$ cat config.mk
export PLATFORM = sky130hd
export DESIGN_NAME = chan_irq_runctl
export DESIGN_NICKNAME = d
export VERILOG_FILES = /design/src/rtl/irqagg_pkg.sv /design/src/rtl/ch_irq_slice.sv /design/src/rtl/irq_summary.sv /design/src/rtl/chan_irq_runctl.sv
export SDC_FILE = /design/constraint.sdc
export NUM_CORES = 1
export LEC_CHECK = 0
export BUFFER_PORTS_ARGS = -buffer_cell sky130_fd_sc_hd__buf_2
export CAP_MARGIN = 20
export CORE_MARGIN = 5
export CORE_UTILIZATION = 46
export DETAILED_ROUTE_END_ITERATION = 6
export GPL_TIMING_DRIVEN = 1
export PLACE_DENSITY = 0.76
export SLEW_MARGIN = 15
export SYNTH_ARGS = -nofsm -noshare
export SYNTH_HDL_FRONTEND = slang
export SYNTH_SLANG_ARGS = --single-unit
export TNS_END_PERCENT = 100
$ cat constraint.sdc
create_clock -name clk -period 2.1 [get_ports clk]
set_clock_uncertainty 0.05 [all_clocks]
set_input_delay 0.315 -clock clk [delete_from_list [all_inputs] [get_ports clk]]
set_output_delay 0.315 -clock clk [all_outputs]
set_load 0.02 [all_outputs]
$ cat src/rtl/irqagg_pkg.sv
package irqagg_pkg;
    localparam int NUM_OUT     = 4;
    localparam int DATA_W      = 32;
    localparam int BIT_DONE    = 0;
    localparam int BIT_ERR     = 6;
    localparam int A_TX_START  = 0;
    localparam int A_TX_STOP   = 1;
    localparam int A_RX_START  = 2;
    localparam int A_RX_STOP   = 3;
    localparam int A_TX_SUM    = 4;
    localparam int A_RX_SUM    = 8;
    localparam int A_CH_BASE   = 16;
    localparam int A_CH_STRIDE = 8;
    localparam int A_MASK_OFS  = 4;

    typedef enum logic {
        CH_STOPPED = 1'b0,
        CH_RUNNING = 1'b1
    } run_state_e;
endpackage

$ cat src/rtl/ch_irq_slice.sv
module ch_irq_slice
    import irqagg_pkg::*;
#(
    parameter int N_OUT = NUM_OUT
) (
    input  logic                        clk,
    input  logic                        rst_n,
    input  logic                        start_hit,
    input  logic                        stop_hit,
    input  logic                        evt_done,
    input  logic                        evt_err,
    input  logic [N_OUT-1:0]            sts_wr,
    input  logic [N_OUT-1:0]            mask_wr,
    input  logic [1:0]                  wbits,
    output logic                        run_en,
    output logic [N_OUT-1:0][1:0]       sts,
    output logic [N_OUT-1:0][1:0]       msk,
    output logic [N_OUT-1:0]            cause
);
    run_state_e state_q, state_d;
    logic [1:0] ev;

    assign ev = {evt_err, evt_done};

    always_ff @(posedge clk) begin
        if (!rst_n) state_q <= CH_STOPPED;
        else        state_q <= state_d;
    end

    always_comb begin
        state_d = state_q;
        unique case (state_q)
            CH_STOPPED: if (start_hit) state_d = CH_RUNNING;
            CH_RUNNING: if (stop_hit)  state_d = CH_STOPPED;
        endcase
    end

    always_comb run_en = (state_q == CH_RUNNING);

    always_ff @(posedge clk) begin
        if (!rst_n) begin
            sts <= '0;
            msk <= '0;
        end else begin
            for (int o = 0; o < N_OUT; o++) begin
                sts[o] <= ev | (sts[o] & ~(sts_wr[o] ? wbits : 2'b00));
                if (mask_wr[o]) msk[o] <= wbits;
            end
        end
    end

    always_comb begin
        for (int o = 0; o < N_OUT; o++) cause[o] = |(sts[o] & msk[o]);
    end


    run_start_chk: assert property (@(posedge clk) disable iff (!rst_n)
        start_hit |=> run_en);

    run_stop_chk: assert property (@(posedge clk) disable iff (!rst_n)
        stop_hit |=> !run_en);

    for (genvar o = 0; o < N_OUT; o++) begin : g_chk

        done_set_chk: assert property (@(posedge clk) disable iff (!rst_n)
            evt_done |=> sts[o][0]);

        err_set_chk: assert property (@(posedge clk) disable iff (!rst_n)
            evt_err |=> sts[o][1]);

        w1c_chk: assert property (@(posedge clk) disable iff (!rst_n)
            sts_wr[o] && wbits[0] && !evt_done |=> !sts[o][0]);

        mask_hold_chk: assert property (@(posedge clk) disable iff (!rst_n)
            !mask_wr[o] |=> $stable(msk[o]));
    end
endmodule

$ cat src/rtl/irq_summary.sv
module irq_summary
    import irqagg_pkg::*;
#(
    parameter int N_CH  = 8,
    parameter int N_OUT = NUM_OUT,
    localparam int PAIRS = N_CH / 2
) (
    input  logic [N_CH-1:0][N_OUT-1:0]  cause,
    output logic [N_OUT-1:0][PAIRS-1:0] tx_sum,
    output logic [N_OUT-1:0][PAIRS-1:0] rx_sum,
    output logic [N_OUT-1:0]            irq
);
    for (genvar o = 0; o < N_OUT; o++) begin : g_out
        for (genvar p = 0; p < PAIRS; p++) begin : g_pair
            assign tx_sum[o][p] = cause[2*p][o];
            assign rx_sum[o][p] = cause[2*p+1][o];
        end
        assign irq[o] = (|tx_sum[o]) | (|rx_sum[o]);
    end
endmodule

$ cat src/rtl/chan_irq_runctl.sv
module chan_irq_runctl
    import irqagg_pkg::*;
#(
    parameter  int NUM_CH = 8,
    localparam int PAIRS  = NUM_CH / 2,
    localparam int ADDR_W = $clog2(A_CH_BASE + NUM_CH * A_CH_STRIDE)
) (
    input  logic                clk,
    input  logic                rst_n,
    input  logic                reg_wr,
    input  logic [ADDR_W-1:0]   reg_addr,
    input  logic [DATA_W-1:0]   reg_wdata,
    output logic [DATA_W-1:0]   reg_rdata,
    input  logic [NUM_CH-1:0]   evt_done,
    input  logic [NUM_CH-1:0]   evt_err,
    output logic [NUM_CH-1:0]   run_en,
    output logic [NUM_OUT-1:0]  irq
);
    logic wr_tx_start, wr_tx_stop, wr_rx_start, wr_rx_stop;
    logic ch_region;
    logic [ADDR_W-1:0] rel, ch_idx;
    logic [2:0] sub;
    logic [1:0] wbits;
    logic [NUM_CH-1:0][NUM_OUT-1:0][1:0] sts_all, msk_all;
    logic [NUM_CH-1:0][NUM_OUT-1:0]      cause_all;
    logic [NUM_OUT-1:0][PAIRS-1:0]       tx_sum, rx_sum;

    assign wr_tx_start = reg_wr && (reg_addr == ADDR_W'(A_TX_START));
    assign wr_tx_stop  = reg_wr && (reg_addr == ADDR_W'(A_TX_STOP));
    assign wr_rx_start = reg_wr && (reg_addr == ADDR_W'(A_RX_START));
    assign wr_rx_stop  = reg_wr && (reg_addr == ADDR_W'(A_RX_STOP));
    assign ch_region   = (reg_addr >= ADDR_W'(A_CH_BASE));
    assign rel         = reg_addr - ADDR_W'(A_CH_BASE);
    assign ch_idx      = rel >> 3;
    assign sub         = rel[2:0];
    assign wbits       = {reg_wdata[BIT_ERR], reg_wdata[BIT_DONE]};

    for (genvar c = 0; c < NUM_CH; c++) begin : g_ch
        localparam int P = c / 2;
        logic start_hit, stop_hit;
        logic [NUM_OUT-1:0] sts_wr, mask_wr;

        if (c % 2 == 0) begin : g_tx
            assign start_hit = wr_tx_start && reg_wdata[P];
            assign stop_hit  = wr_tx_stop  && reg_wdata[P];
        end else begin : g_rx
            assign start_hit = wr_rx_start && reg_wdata[P];
            assign stop_hit  = wr_rx_stop  && reg_wdata[P];
        end

        for (genvar o = 0; o < NUM_OUT; o++) begin : g_wr
            assign sts_wr[o]  = reg_wr && ch_region && (ch_idx == ADDR_W'(c))
                                && (sub == 3'(o));
            assign mask_wr[o] = reg_wr && ch_region && (ch_idx == ADDR_W'(c))
                                && (sub == 3'(A_MASK_OFS + o));
        end

        ch_irq_slice #(.N_OUT(NUM_OUT)) u_slice (
            .clk       (clk),
            .rst_n     (rst_n),
            .start_hit (start_hit),
            .stop_hit  (stop_hit),
            .evt_done  (evt_done[c]),
            .evt_err   (evt_err[c]),
            .sts_wr    (sts_wr),
            .mask_wr   (mask_wr),
            .wbits     (wbits),
            .run_en    (run_en[c]),
            .sts       (sts_all[c]),
            .msk       (msk_all[c]),
            .cause     (cause_all[c])
        );
    end

    irq_summary #(.N_CH(NUM_CH), .N_OUT(NUM_OUT)) u_sum (
        .cause  (cause_all),
        .tx_sum (tx_sum),
        .rx_sum (rx_sum),
        .irq    (irq)
    );

    always_comb begin
        logic [1:0] sel;
        reg_rdata = '0;
        sel       = '0;
        if (int'(reg_addr) >= A_TX_SUM && int'(reg_addr) < A_TX_SUM + NUM_OUT)
            reg_rdata = DATA_W'(tx_sum[reg_addr[1:0]]);
        else if (int'(reg_addr) >= A_RX_SUM && int'(reg_addr) < A_RX_SUM + NUM_OUT)
            reg_rdata = DATA_W'(rx_sum[reg_addr[1:0]]);
        else if (ch_region) begin
            for (int c = 0; c < NUM_CH; c++) begin
                if (ch_idx == ADDR_W'(c))
                    sel = sub[2] ? msk_all[c][sub[1:0]] : sts_all[c][sub[1:0]];
            end
            reg_rdata[BIT_ERR]  = sel[1];
            reg_rdata[BIT_DONE] = sel[0];
        end
    end

    logic [NUM_OUT-1:0] any_cause;
    always_comb begin
        any_cause = '0;
        for (int c = 0; c < NUM_CH; c++) any_cause = any_cause | cause_all[c];
    end


    irq_level_chk: assert property (@(posedge clk) disable iff (!rst_n)
        irq == any_cause);
endmodule

# Word level (Yosys, flattened, before mapping)
# Cells that the tools add are included.
# classes
addsub	1
order_cmp	7
mux	114
eq_ne	17
bitwise_logic	140
reduce_logical	138
# ops
operator	count
$and A2 B2 Y2	64
$mux W2	64
$logic_and A1 B1 Y1	95
$bmux W2 S2	16
$not A2 Y2	32
$or A2 B2 Y2	32
$reduce_or A2 Y1	32
$reduce_or A8 Y1	8
$mux W1	20
$bmux W4 S2	2
$eq A4 B3 Y1 const B	4
$pmux W1 S2	8
$eq A7 B2 Y1 const B	2
$logic_not A7 Y1	2
$lt A7 B4 Y1 const B	2
$eq A3 B3 Y1 const B	4
$eq A4 B2 Y1 const B	2
$mux W4	2
$not A1 Y1	8
$eq A7 B1 Y1 const B	1
$ge A7 B3 Y1 const B	1
$ge A7 B4 Y1 const B	1
$ge A7 B5 Y1 const B	1
$mux W7	1
8 further kinds	13
# word_totals
reg_bits	136
elab_cells	489
out_inout_bits	44
in_bits	58

# Logic depth before layout (Yosys ltp)
# Gate-level depths: netlist (run 1).
# depth
ltp_word	15
ltp_mapped	11
mapped_depth_nobuf	8

# Hierarchy
# Synthesis (run 1) repeated with hierarchy kept, for this count alone.
# unflattened
hier_cells	798
area_unflattened_um2	7756.2
# modules_own_cells
mod	seq_area_each_um2	area_per_inst_um2	n_inst	cells_per_inst
ch_irq_slice	340.3	660.6	8	61
chan_irq_runctl	0.0	2165.8	1	266
irq_summary	0.0	305.3	1	44

# Worst setup path after synthesis (run 1)
# Ideal clock, no wire load.
# synth_path
path_type	input to output
start	in reg_addr[4]
end	out reg_rdata[6]
slack_ns	-0.315
t_arrival_ns	2.050
stages	9
required_ns	1.735
n_path_buf	3
cell_sequence	buf_4 -> inv_1 -> ha_1 -> clkbuf_1 -> or3_1 -> clkbuf_1 -> a221oi_1 -> a211o_1 -> a21oi_1
# synth_between
elab_chain_cells	13
elab_cells_between_ends	27
cone_classes	1 x add/sub; 5 x order compare; 7 x eq/ne; 11 x mux; 3 x reduce/logical
# synth_rtl
item	line	rtl
start, declared	chan_irq_runctl.sv:11	input logic [ADDR_W-1:0] reg_addr,
$sub A7 B5 Y7	chan_irq_runctl.sv:33	assign rel = reg_addr - ADDR_W'(A_CH_BASE);
$logic_not A7 Y1	chan_irq_runctl.sv:92	if (ch_idx == ADDR_W'(c))
$mux W2 (8 in series)	chan_irq_runctl.sv:92	
$mux W1	chan_irq_runctl.sv:90	else if (ch_region) begin
$mux W1	chan_irq_runctl.sv:88	else if (int'(reg_addr) >= A_RX_SUM && int'(reg_addr) < A_RX_SUM + NUM_OUT)
$mux W7 *	chan_irq_runctl.sv:86	if (int'(reg_addr) >= A_TX_SUM && int'(reg_addr) < A_TX_SUM + NUM_OUT)
end, declared	chan_irq_runctl.sv:13	output logic [DATA_W-1:0] reg_rdata,
# Mark *: on every way between the ends. The rest lies on a longest branch, timed or not.

# Worst setup path after layout (run 1)
# layout_path
start	reg g_ch[3].u_slice.msk[6] (netlist bit)
end	out reg_rdata[0]
# layout_between
elab_chain_cells	11
# layout_rtl
item	line	rtl
start, declared	ch_irq_slice.sv:17	output logic [N_OUT-1:0][1:0] msk,
start signal, assigned by index	ch_irq_slice.sv:47	if (mask_wr[o]) msk[o] <= wbits;
$bmux W2 S2	chan_irq_runctl.sv:93	sel = sub[2] ? msk_all[c][sub[1:0]] : sts_all[c][sub[1:0]];
$mux W2 (implied by the code)	chan_irq_runctl.sv:93	
$mux W2	chan_irq_runctl.sv:93	
$mux W2 (5 in series)	chan_irq_runctl.sv:92	
$mux W1	chan_irq_runctl.sv:90	
$mux W1	chan_irq_runctl.sv:88	
$mux W7	chan_irq_runctl.sv:86	
# No other way between the ends. The select of a mux whose other input is x is not followed.

==> flow_summary.yaml, run 1 <==
die:
  die_h_um: 138
  pin_count: 102
  start_util_pct: 46.2
  die_w_um: 138
  dieArea_sq_um: 19200
  fp.coreArea_sq_um: 16400
  rows: 47
timing:
  report.final.setup_viol: 9
  timing.final.crit_share_pct: 122
  finalHoldViolations: 0
  rsz0062_at_grt: "yes"
  finalMaxSlewViolations: 0
  worst_slew_pin_slew_ns: 0.568
  min_period_ns: 2.55
  fin_ws_ns: -0.453
  timing.fmax_mhz: 392
  slew_headroom_pct: 62.1
critical_path:
  crit_buf_inv: 1
  worst_path_max_delay_cell: "mux4_2"
  critical_path_class: "reg2out"
  critPathTopFamily: "multiplexers"
  cpPeakStageDelay_ns: 0.52
  cpMostUsedCell: "mux4_2"
  cp.required_ns: 1.74
  crit_chain: "mux4_2 > mux4_2 > a2bb2oi_4 > o21ai_4 > buf_6"
  end_kind: "output pin"
  startpoint_type: "flip-flop"
  critPathArrivalTime_ns: 2.19
  cp_max_fo: 2
clock_network:
  clk_path_buf_depth: 2
  clk_pin_slew_worst_paths_ns: 0.06
  clk_latency_ns: 0.43
  ctsRootBufferMaster: "clkbuf_16"
  cts_buffers: 17
  h-tree-depth: 4
  clkSinkCount: 136
  cts_tree: "built"
detailed_routing:
  first_pass_iters: 6
  drc_errors: 0
  wl_um: 24500
  drtIter0Drc: 796
  ant_nets: 0
  routed_via_density: 5.90
  vias: 7036
  wire_per_inst_um: 20.5
power:
  powerDensity_nw_per_um2: 688
  power_leakage_nw: 3.87
  ir_worst_vdd_uv: 598
  totalPowerFinal_mw: 6.90
global_routing:
  grt_max_degree: 137
  grt_pass1_vias: 6987
  grt-ovfl-total: 0
  grt_pass1_wl_um: 37700
  grt_usage_pct: 25.0
  antenna_found_initial: 0
synth:
  synth-seq-area-share_pct: 35.9
  ys_ff_latch: 136
  syn-cell-area_sq_um: 7590
  synthArstFlopShare_pct: 0
  synth-edff-count: 0
  netlist-cell-type-count: 51
  ys.flop_type: "dfxtp_1"
  yosys_warnings: 0
  syn_avg_cell_area_sq_um: 9.31
  syn_inst: 815
finish:
  fillers: 1284
  syn_to_final_growth_pct: 32.3
  fin_nets: 1020
  final_common_cell: "buf_4"
  post-route-util_pct: 61.2
  mostFrequentLayoutCells: "buf_4 (129), nand2_1 (87), nor2b_1 (82)"
  antenna_cells: 0
  layout-drive-gt1-share_pct: 39.4
  final_area_sq_um: 10000
flow_run:
  drv_cap: 0
status:
  status: "finished, violations left"
  failed_checks: "negative setup slack"
place:
  place.detailed.hpwl_um: 17100
  place_area_sq_um: 8920
  place_congestion: 1.00
  portBuffers: 47
worst_hold_path:
  hold_path.class: "in2reg"
==> through the flow <==
step / TNS (ns) / std cells / setup slack (ns) / hold WS (ns)
CTS: -1.64 / 1192 / -0.443 / 0.0830
floorplan: -0.216 / 841 / -0.113 / 0.389
detailed placement: -7.11 / 1151 / -0.473 / 0.410
global placement: -6.68 / 1151 / -0.448 / 0.402
finish: -1.60 / 1193 / -0.453 / 0.0950
global route: -1.94 / 1193 / -0.492 / 0.0930
==> layer usage <==
metal | global-route usage (%) | vias to the layer above | wire length (um)
met5 | 0 | - | 0
met4 | 13.1 | 0 | 1230
met3 | 7.04 | 106 | 2480
met2 | 39.4 | 415 | 11200
met1 | 31.2 | 3361 | 9560
li1 | - | 3154 | -
==> logic make-up (layout without fill, tap and decap cells) <==
group / Yosys count / in the layout / synth area share [%]
and+or+nand+nor: 284 / 284 / 19.6
AOI/OAI and AO/OA: 207 / 207 / 18.5
DFF: 136 / 136 / 35.9
buffers and inverters: 96 / 228 / 7.29
muxes: 87 / 87 / 18.2
adders and majority gates: 2 / 2 / 0.330
xor gates and xnor gates: 2 / 2 / 0.231
other: 1 / 27 / 0.0494
==> path summary, 6_finish.rpt <==
path                                                     endpoint  slack, ns                           startpoint  cells after the start
worst max-delay path                                 reg_rdata[0]      -0.45  g_ch[3].u_slice.msk[6]$_SDFFE_PN0P_                      5
worst min-delay path            g_ch[1].u_slice.sts[3]$_SDFF_PN0_        0.1                           evt_err[1]                      2
worst max register to register  g_ch[4].u_slice.sts[6]$_SDFF_PN0_       1.21    g_ch[4].u_slice.sts[6]$_SDFF_PN0_                      3
worst min register to register  g_ch[4].u_slice.run_en$_SDFF_PN0_       0.42    g_ch[4].u_slice.run_en$_SDFF_PN0_                      2
==> power by group <==
part           switching [mW]  total (mW)  internal, mW  leakage, nW
Sequential             0.0889        2.77          2.68         1.14
Combinational           0.498       0.967         0.469         2.44
Clock                    1.15        3.17          2.01        0.292
Total                    1.74        6.90          5.16         3.87
==> worst register-to-register path, delay by kind of cell (launching register included) <==
family                 cells  cell delay, ns
AOI/OAI and AO/OA          2            0.26
buffers and inverters      1            0.14
DFF                        1            0.33
==> cells in the mapped netlist (all sizes together), types with 13 or more instances <==
library cell	count	area [sq um]
a21boi	28	210
nor2	32	145
a22oi	35	263
nand3	28	140
mux4	37	875
o21a	60	450
a21oi	38	190
dfxtp	136	2720
clkbuf	35	131
buf	58	410
nand2	89	337
nor2b	82	513
nand4	13	81.3
o21ai	27	135
mux2i	48	480
==> registers in the layout, indices dropped and copies added, names as in the netlist <==
signal and flops:
g_ch.u_slice.sts 64, g_ch.u_slice.run_en 8, g_ch.u_slice.msk 64
==> what timing repair did <==
| item | in CTS | in global routing |
|---|---|---|
| setup endpoints to repair | 9 | 9 |
| hold buffers | 0 | 0 |
| gates resized for setup | 99 | 39 |
| buffers inserted | 8 | 1 |
| pin swaps | 18 | 11 |
| gates cloned | 3 | 0 |
==> final cells by class <==
type                    instances  area, sq um  share of cell area, %
clock inverters                12          174                   1.73
flip-flops and latches        136         2800                   27.9
clock buffers                  20          447                   4.45
repair buffers                193         1650                   16.4
well taps                     220          275                   2.74
multi-input cells             609         4670                   46.6
inverters                       3         18.8                  0.187
Note: power is estimated with default switching activity, not from simulation.
==> run 2: changes to the inputs <==
--- a/config.mk
+++ b/config.mk
@@ -8,10 +8,10 @@
 export BUFFER_PORTS_ARGS = -buffer_cell sky130_fd_sc_hd__buf_2
 export CAP_MARGIN = 20
 export CORE_MARGIN = 5
-export CORE_UTILIZATION = 46
+export CORE_UTILIZATION = 45
 export DETAILED_ROUTE_END_ITERATION = 6
 export GPL_TIMING_DRIVEN = 1
-export PLACE_DENSITY = 0.76
+export PLACE_DENSITY = 0.74
 export SLEW_MARGIN = 15
 export SYNTH_ARGS = -nofsm -noshare
 export SYNTH_HDL_FRONTEND = slang
==> flow_summary.yaml, run 2 (same netlist as run 1, synthesis figures left out) <==
timing:
  min_period_ns: 2.51
  timing.final.crit_share_pct: 120
  fin_ws_ns: -0.411
  hold_slack_ns: 0.0995
  finalHoldViolations: 0
  finalMaxSlewViolations: 0
  tns_ns: -1.78
  report.final.setup_viol: 9
  rsz0062_at_grt: "yes"
  timing.fmax_mhz: 398
detailed_routing:
  vias: 7098
  drtIter0Drc: 815
  routed_via_density: 5.86
  first_pass_iters: 5
  wire_per_inst_um: 20.7
  wl_um: 25100
  drc_errors: 0
  ant_nets: 0
power:
  power_leakage_nw: 3.93
  ir_worst_vdd_uv: 593
  totalPowerFinal_mw: 6.88
  powerDensity_nw_per_um2: 680
status:
  failed_checks: "negative setup slack"
  status: "finished, violations left"
flow_run:
  drv_cap: 0
critical_path:
  rrSetupSlack_ns: 1.17
  startpoint_type: "flip-flop"
  cp_max_fo: 2
  worst_r2r_path_depth: 4
  r2r_start: "g_ch[5].u_slice.msk[2]$_SDFFE_PN0P_"
  critPathArrivalTime_ns: 2.15
  critical_path_class: "reg2out"
  cp.required_ns: 1.74
  end_kind: "output pin"
  r2r-end: "g_ch[5].u_slice.msk[2]$_SDFFE_PN0P_"
die:
  die_h_um: 140
  rows: 47
  dieArea_sq_um: 19600
  start_util_pct: 45.8
  fp.coreArea_sq_um: 16600
  die_w_um: 140
  pin_count: 102
global_routing:
  grt_usage_pct: 25.4
  grt_max_degree: 69
  grt_pass1_wl_um: 39000
  antenna_found_initial: 0
  grt-ovfl-total: 0
  grt_pass1_vias: 6974
clock_network:
  clk_latency_ns: 0.42
  clk_pin_slew_worst_paths_ns: 0.06
  cts_buffers: 17
  cts_tree: "built"
  hold_buffers: 0
  clkSinkCount: 136
  clk_path_buf_depth: 2
  h-tree-depth: 4
  ctsRootBufferMaster: "clkbuf_16"
place:
  place_congestion: 0.993
  place.detailed.hpwl_um: 17500
  portBuffers: 47
  dp_slack_ns: -0.463
finish:
  fin_nets: 1038
  layout-drive-gt1-share_pct: 39.4
  post-route-util_pct: 61.0
  final_common_cell: "buf_4"
  fillers: 1309
  syn_to_final_growth_pct: 33.3
  antenna_cells: 0
  mostFrequentLayoutCells: "buf_4 (142), nand2_1 (87), nor2b_1 (82)"
worst_hold_path:
  worstHoldStart: "evt_err[3]"
  hold_path_end: "g_ch[3].u_slice.sts[7]$_SDFF_PN0_"
  hold_depth: 2
  hold_path.class: "in2reg"
## run 2: cell types whose count changed in the layout (fill, tap and decap cells not counted), moves of 3 or more
cell       before  now
buf_6          14   18
bufbuf_16       3    0
buf_4         129  142
a22oi_2        24   19
dfxtp_2        58   54
clkinv_4        0    4
dfxtp_1        76   80
a22oi_1        11   16
## run 2: power breakdown
group / internal, mW / switching (mW) / total, mW
sequential: 2.68 / 0.0822 / 2.76
clock: 1.94 / 1.20 / 3.14
combinational: 0.468 / 0.513 / 0.980
## run 2: through the flow
step	area [sq um]	std cells
after global routing	10100	1211
final	10100	1211
after CTS	9990	1204
after floorplan	7830	841
after detailed placement	9000	1160
after global placement	9000	1160
## run 2: layout make-up
type | count | area [sq um] | area share [%]
Timing Repair Buffer | 211 | 1740 | 17.2
Clock buffer | 19 | 453 | 4.48
Sequential cell | 136 | 2800 | 27.7
Tap cell | 220 | 275 | 2.72
Clock inverter | 13 | 170 | 1.68
Multi-Input combinational cell | 609 | 4660 | 46.1
Inverter | 3 | 18.8 | 0.186
## run 2: timing repair
item | 4_1_cts | 5_1_grt
pin swaps | 24 | 15
gates resized for setup | 109 | 21
cloned | 0 | 1
setup buffers | 12 | 8
setup endpoints to repair | 9 | 9
## run 2: worst max-delay path, stage by stage, from the launching register on
cell	delay, ns
dfxtp_4	0.36
mux4_2	0.47
mux4_2	0.50
a2bb2oi_4	0.18
o21ai_4	0.08
buf_6	0.14
## run 2: how the worst max path moves through the flow
stage	slack (ns)	from	cells past startpoint	to
finish	-0.41	g_ch[2].u_slice.msk[0]$_SDFFE_PN0P_	5	reg_rdata[0]
global route	-0.46	g_ch[2].u_slice.msk[4]$_SDFFE_PN0P_	5	reg_rdata[0]
CTS	-0.41	g_ch[3].u_slice.msk[6]$_SDFFE_PN0P_	5	reg_rdata[0]
detailed placement	-0.46	reg_addr[0]	9	reg_rdata[6]
global placement	-0.42	reg_addr[0]	9	reg_rdata[6]
floorplan	-0.11	reg_addr[0]	7	reg_rdata[0]
## run 2: layer usage
metal  vias up  GRT usage (%)  share of wire (%)
li1       3198              -                  -
met1      3415           31.8                 39
met2       385           40.4                 46
met3       100           6.55                9.4
met4         0           13.0                5.0
met5         -           1.25                  0
